**config.mk**
```make
export PLATFORM = sky130hd
export DESIGN_NAME = reset_cause_ctrl
export DESIGN_NICKNAME = d
export VERILOG_FILES = /design/src/rtl/rcc_pkg.sv /design/src/rtl/rcc_decode.sv /design/src/rtl/rcc_epoch.sv /design/src/rtl/rcc_status.sv /design/src/rtl/reset_cause_ctrl.sv
export SDC_FILE = /design/constraint.sdc
export NUM_CORES = 1
export LEC_CHECK = 0
export BUFFER_PORTS_ARGS = -buffer_cell sky130_fd_sc_hd__buf_4
export CAP_MARGIN = 40
export CORE_UTILIZATION = 38
export DETAILED_ROUTE_END_ITERATION = 10
export GPL_TIMING_DRIVEN = 0
export PLACE_DENSITY = 0.8
export SETUP_SLACK_MARGIN = 0.05
export SYNTH_ARGS = -nofsm -noshare
export SYNTH_HDL_FRONTEND = slang
export SYNTH_HIERARCHICAL = 1
export SYNTH_SLANG_ARGS = --single-unit
```
**constraint.sdc**
```tcl
create_clock -name clk_i -period 2.37 [get_ports clk_i]
set_clock_uncertainty 0.1 [all_clocks]
set_input_delay 0.3555 -clock clk_i [delete_from_list [all_inputs] [get_ports clk_i]]
set_output_delay 0.3555 -clock clk_i [all_outputs]
set_load 0.05 [all_outputs]
```
**src/rtl/rcc_pkg.sv**
```systemverilog
package rcc_pkg;

    localparam int unsigned DATA_W = 32;

    localparam logic [DATA_W-1:0] IMPL_MASK = 32'hF800_0000;
    localparam logic [DATA_W-1:0] W1C_MASK  = 32'h9800_0000;
    localparam logic [DATA_W-1:0] W1S_MASK  = 32'h6000_0000;
    localparam logic [DATA_W-1:0] POR_WORD  = 32'h8000_0000;

    typedef struct packed {
        logic        pwr_on;
        logic        sw_pwr_on;
        logic        sw_ext;
        logic        key_pwr_on;
        logic        key_ext;
        logic [26:0] unused;
    } cause_t;

    typedef struct packed {
        logic              hit;
        logic [DATA_W-1:0] data;
    } wr_op_t;

    function automatic cause_t merge_write(cause_t cur, logic [DATA_W-1:0] wdata);
        logic [DATA_W-1:0] v;
        logic [DATA_W-1:0] r;
        v = wdata & IMPL_MASK;
        r = cur;
        r = r & ~(v & W1C_MASK);
        r = r | (v & W1S_MASK);
        return cause_t'(r);
    endfunction

endpackage

```
**src/rtl/rcc_decode.sv**
```systemverilog
module rcc_decode #(
    parameter int unsigned ADDR_W = 16,
    parameter logic [ADDR_W-1:0] BASE = 16'hF020
) (
    input  logic              valid_i,
    input  logic              write_i,
    input  logic [ADDR_W-1:0] addr_i,
    output logic              rd_hit_o,
    output logic              wr_hit_o
);
    logic in_window;

    always_comb begin
        in_window = (addr_i[ADDR_W-1:3] == BASE[ADDR_W-1:3]) && addr_i[2];
        rd_hit_o  = valid_i && !write_i && in_window;
        wr_hit_o  = valid_i && write_i && in_window;
    end
endmodule

```
**src/rtl/rcc_epoch.sv**
```systemverilog
module rcc_epoch #(
    parameter int unsigned CNT_W = 4
) (
    input  logic clk_i,
    input  logic rst_i,
    input  logic sys_rst_i,
    input  logic rearm_i,
    output logic armed_o
);
    localparam logic [CNT_W-1:0] CNT_MAX = {CNT_W{1'b1}};

    logic [CNT_W-1:0] cnt_q;

    always_ff @(posedge clk_i) begin
        if (rst_i) begin
            cnt_q <= '0;
        end else if (sys_rst_i) begin
            if (cnt_q != CNT_MAX) begin
                cnt_q <= cnt_q + 1'b1;
            end
        end else if (rearm_i) begin
            cnt_q <= '0;
        end
    end

    assign armed_o = (cnt_q == '0);
endmodule

```
**src/rtl/rcc_status.sv**
```systemverilog
module rcc_status
    import rcc_pkg::*;
(
    input  logic              clk_i,
    input  logic              rst_i,
    input  logic              sys_rst_i,
    input  logic              armed_i,
    input  wr_op_t            wr_i,
    input  logic              key_por_i,
    input  logic              key_xir_i,
    output logic [DATA_W-1:0] stat_o,
    output logic              req_o,
    output logic              rearm_o
);
    cause_t stat_q, stat_d;
    logic   req_d;
    logic [DATA_W-1:0] wmask;

    always_comb begin
        wmask   = wr_i.data & IMPL_MASK;
        stat_d  = stat_q;
        req_d   = 1'b0;
        rearm_o = 1'b0;
        if (sys_rst_i) begin
            if (armed_i) begin
                stat_d = cause_t'(POR_WORD);
            end
        end else begin
            if (wr_i.hit) begin
                stat_d  = merge_write(stat_q, wr_i.data);
                rearm_o = wmask[30];
                req_d   = wmask[30] | wmask[29];
            end
            if (key_por_i) begin
                stat_d.key_pwr_on = 1'b1;
            end
            if (key_xir_i) begin
                stat_d.key_ext = 1'b1;
            end
        end
    end

    always_ff @(posedge clk_i) begin
        if (rst_i) begin
            stat_q <= '0;
            req_o  <= 1'b0;
        end else begin
            stat_q <= stat_d;
            req_o  <= req_d;
        end
    end

    assign stat_o = stat_q;
endmodule

```
**src/rtl/reset_cause_ctrl.sv**
```systemverilog
module reset_cause_ctrl
    import rcc_pkg::*;
#(
    parameter int unsigned ADDR_W = 16,
    parameter logic [ADDR_W-1:0] BASE = 16'hF020,
    parameter int unsigned CNT_W = 4
) (
    input  logic              clk_i,
    input  logic              rst_i,
    input  logic              sys_rst_i,
    input  logic              key_por_i,
    input  logic              key_xir_i,
    input  logic              bus_valid_i,
    input  logic              bus_write_i,
    input  logic [ADDR_W-1:0] bus_addr_i,
    input  logic [31:0]       bus_wdata_i,
    output logic [31:0]       bus_rdata_o,
    output logic              sys_rst_req_o
);
    logic              rd_hit, wr_hit;
    logic              armed, rearm;
    logic [DATA_W-1:0] stat;
    wr_op_t            wr_op;

    rcc_decode #(.ADDR_W(ADDR_W), .BASE(BASE)) u_decode (
        .valid_i  (bus_valid_i),
        .write_i  (bus_write_i),
        .addr_i   (bus_addr_i),
        .rd_hit_o (rd_hit),
        .wr_hit_o (wr_hit)
    );

    assign wr_op.hit  = wr_hit;
    assign wr_op.data = bus_wdata_i;

    rcc_epoch #(.CNT_W(CNT_W)) u_epoch (
        .clk_i     (clk_i),
        .rst_i     (rst_i),
        .sys_rst_i (sys_rst_i),
        .rearm_i   (rearm),
        .armed_o   (armed)
    );

    rcc_status u_status (
        .clk_i     (clk_i),
        .rst_i     (rst_i),
        .sys_rst_i (sys_rst_i),
        .armed_i   (armed),
        .wr_i      (wr_op),
        .key_por_i (key_por_i),
        .key_xir_i (key_xir_i),
        .stat_o    (stat),
        .req_o     (sys_rst_req_o),
        .rearm_o   (rearm)
    );

    assign bus_rdata_o = rd_hit ? stat : '0;
endmodule

```
==> key figures <==
Run status
  • Outcome: completed

Synth
  • Distinct cells, synth: 35
  • Biggest area consumer among synthesized cells: and2_2
  • Post-Syn Area: 0.00103 mm²
  • Synth area leaders: and2_2 (23%), buf_4 (20%), dfxtp_1 (19%)
  • Fraction of post-synthesis cell area in the top cell type by area: 23.3%
  • Register bit total from synthesis: 10
  • Sequential share of the synthesized area: 19.4%
  • Ys Warns: 6
  • Syn Area/Cell: 8.60 µm²
  • Gate Count Post-Synth: 120

Clocking
  • Clock slew at reported path FFs: 0.07 ns
  • CTS tree: yes
  • CTS Buf Count: 3
  • Clock sinks: 10
  • Htree depth: 1
  • Clk_lat worst skew: 0.27 ns
  • Clock Tree Root: clkbuf_4
  • Clk buf depth: 2

Finish
  • Total Nets Final: 242
  • Commonest non-fill, non-tap cells in the layout: buf_4 (61), and2_2 (32), conb_1 (27)
  • Ant. Diodes: 0
  • Area grow syn2layout: 45.6%
  • Fillcell total: 227
  • Share of cells above drive strength 1: 59.8%
  • Commonest non-fill, non-tap cell in the layout: buf_4
  • Core Util, Final: 59.6%

Timing
  • Period utilisation layout: 96.8%
  • Worst slew pin tran: 0.550 ns
  • # setup viols final: 0
  • Hold Vio Cnt, Final: 0
  • RSZ-0062 raised after global routing: true
  • Max Freq: 0.436 GHz
  • Setup TNS: 0 ns
  • Worst slew margin: 63.2%
  • Slew Limit Fails: 0
  • Post-layout min period: 2.29 ns

Floorplanning
  • Chip width: 54.1 µm
  • I/O Pins: 88
  • CORE AREA: 0.00252 mm²
  • Starting Density: 40.9%
  • Die area: 0.00293 mm²
  • Die Y: 54.1 µm
  • Row cnt: 18

Setup path
  • Top cell by count, worst path: buf_4
  • Crit path launch type: primary input
  • CP required: 1.91 ns
  • CP Max Fanout: 8
  • Reg-to-reg endpoint: u_status/stat_o[30]
  • Worst setup EP type: primary output
  • Buffers & Inverters on Critical Path: 3
  • Crit Path Category: in2out
  • Reg2Reg Setup Slack: 0.77 ns
  • Critical path's largest stage delay: 0.55 ns
  • CP cell instances: buf_4 > or4_4 > nor4_4 > buf_4 > and2_2 > buf_4
  • Crit path DAT: 1.84 ns
  • Slowest CP cell: or4_4
  • CP delay by family, top: simple AND/OR/NAND/NOR gates
  • Reg2reg start: u_epoch/cnt_q[0]
  • Reg2Reg Depth: 5

Routing
  • DRC: 0
  • Via/cell ratio: 4.35
  • Post-Route WL: 2150 µm
  • Routed len/inst: 10.1 µm
  • Initial DRT Pass Iterations: 4
  • Via count: 930
  • Initial DRC Count: 6
  • Remaining antenna violation count after routing: 0

Global route
  • First-pass GRT wire length: 3440 µm
  • Largest net degree at the start of global routing: 12
  • Global Route Usage Sum: 16.3%
  • Vias in the first global route: 813
  • Global route total overflow: 0
  • Initial antenna violation count: 0

Worst hold path
  • Hold crit path type: in2reg
  • Hold Path Cell Cnt: 2
  • Hold EP: u_status/stat_o[31]
  • Worst hold start: bus_wdata_i[31]

Placed design
  • IO buf count: 31
  • DP HPWL: 1720 µm
  • GP Congestion: 0.682

Power
  • Total power: 444 µW
  • Power Dens Cells: 295 mW/mm²
  • Lkg Pwr: 0.000784 µW
  • Peak VDD IR: 0.307 mV

Run
  • Maxcap violations: 0
-- synthesized netlist by cell type, drive strengths merged --
cell type	count
and2	32
buf	28
dfxtp	10
a2111oi	4
a21oi	4
inv	4
nor2	4
clkbuf	3
nor4	3
ha	2
nand2b	2
nand3	2
nand4b	2
nand4bb	2
a211o	1
a21bo	1
a21boi	1
a311oi	1
a31o	1
and3b	1
and4b	1
and4bb	1
conb	1
nand3b	1
nand4	1
nor2b	1
nor3	1
nor3b	1
nor4b	1
nor4bb	1
o21ba	1
or4	1
-- per-stage QoR --
step	cell area, µm²	setup slack, ns	hold slack [ns]	instances
after floorplan	1130	0.0737	0.324	146
after global placement	1400	-0.333	0.397	207
after detailed placement	1400	-0.396	0.409	207
after CTS	1460	0.0599	0.165	211
after global routing	1500	0.00775	0.175	214
final	1500	0.0765	0.181	214
-- flip-flops by register name, summed over array words and instances (netlist names) --
register,count
u_epoch/cnt_q,4
u_status/req_o,1
u_status/stat_o,5
-- worst max path at each step --
stage / from / to / slack [ns] / cells past startpoint
2_1_floorplan: bus_addr_i[7] / bus_rdata_o[27] / 0.07 / 4
3_3_place_gp: bus_addr_i[7] / u_epoch/cnt_q[0] / -0.33 / 7
3_5_place_dp: bus_addr_i[7] / u_epoch/cnt_q[0] / -0.40 / 7
4_1_cts: bus_addr_i[7] / bus_rdata_o[30] / 0.06 / 6
5_1_grt: bus_addr_i[11] / bus_rdata_o[28] / 0.008 / 6
6_report: bus_addr_i[11] / bus_rdata_o[28] / 0.08 / 6
-- layer usage --
layer	part of all wire (%)	track usage, %	wire, µm
met1	37	16.1	790
met2	54	30.5	1170
met3	7.9	5.93	171
met4	1.1	5.56	23
met5	0	0	0
-- what timing repair did --
action,4_1_cts,5_1_grt
buffers inserted,0,3
gates resized for setup,4,5
hold buffers,0,0
pin swaps,1,2
setup endpoints to repair,7,4
cloned,0,0
-- where the power goes --
part | total, µW | internal, µW | leakage (µW) | switching, µW
clock | 155 | 93.5 | 0.0000210 | 61.3
combinational | 109 | 70.8 | 0.000681 | 38.4
sequential | 180 | 175 | 0.0000816 | 5.01
total | 444 | 339 | 0.000784 | 105
-- worst register-to-register path, delay by kind of cell, from the launching register on --
family / cells / cell delay (ns)
AOI/OAI and AO/OA: 2 / 0.38
adders and majority gates: 1 / 0.14
buffers and inverters: 1 / 0.08
DFF: 1 / 0.34
and+or+nand+nor: 1 / 0.47
-- final cells by class --
class / instances / area [µm²] / share of cell area (%)
plain buffers: 31 / 228 / 15.2
clock buffers: 4 / 36.3 / 2.41
inverters: 4 / 15.0 / 0.999
multi-input cells: 101 / 719 / 47.9
flip-flops and latches: 10 / 200 / 13.3
well taps: 30 / 37.5 / 2.50
repair buffers: 34 / 267 / 17.7
-- cells by family after synthesis --
kind of cell / count (synthesis) / synth area share [%]
AND/OR/NAND/NOR: 58 / 42.5
flip-flops: 10 / 19.4
other: 1 / 0.363
buffers and inverters: 35 / 23.3
AO/OA/AOI/OAI: 14 / 12.0
adder cells (fa/ha/maj): 2 / 2.42
Power figures use the tool's default switching activity.
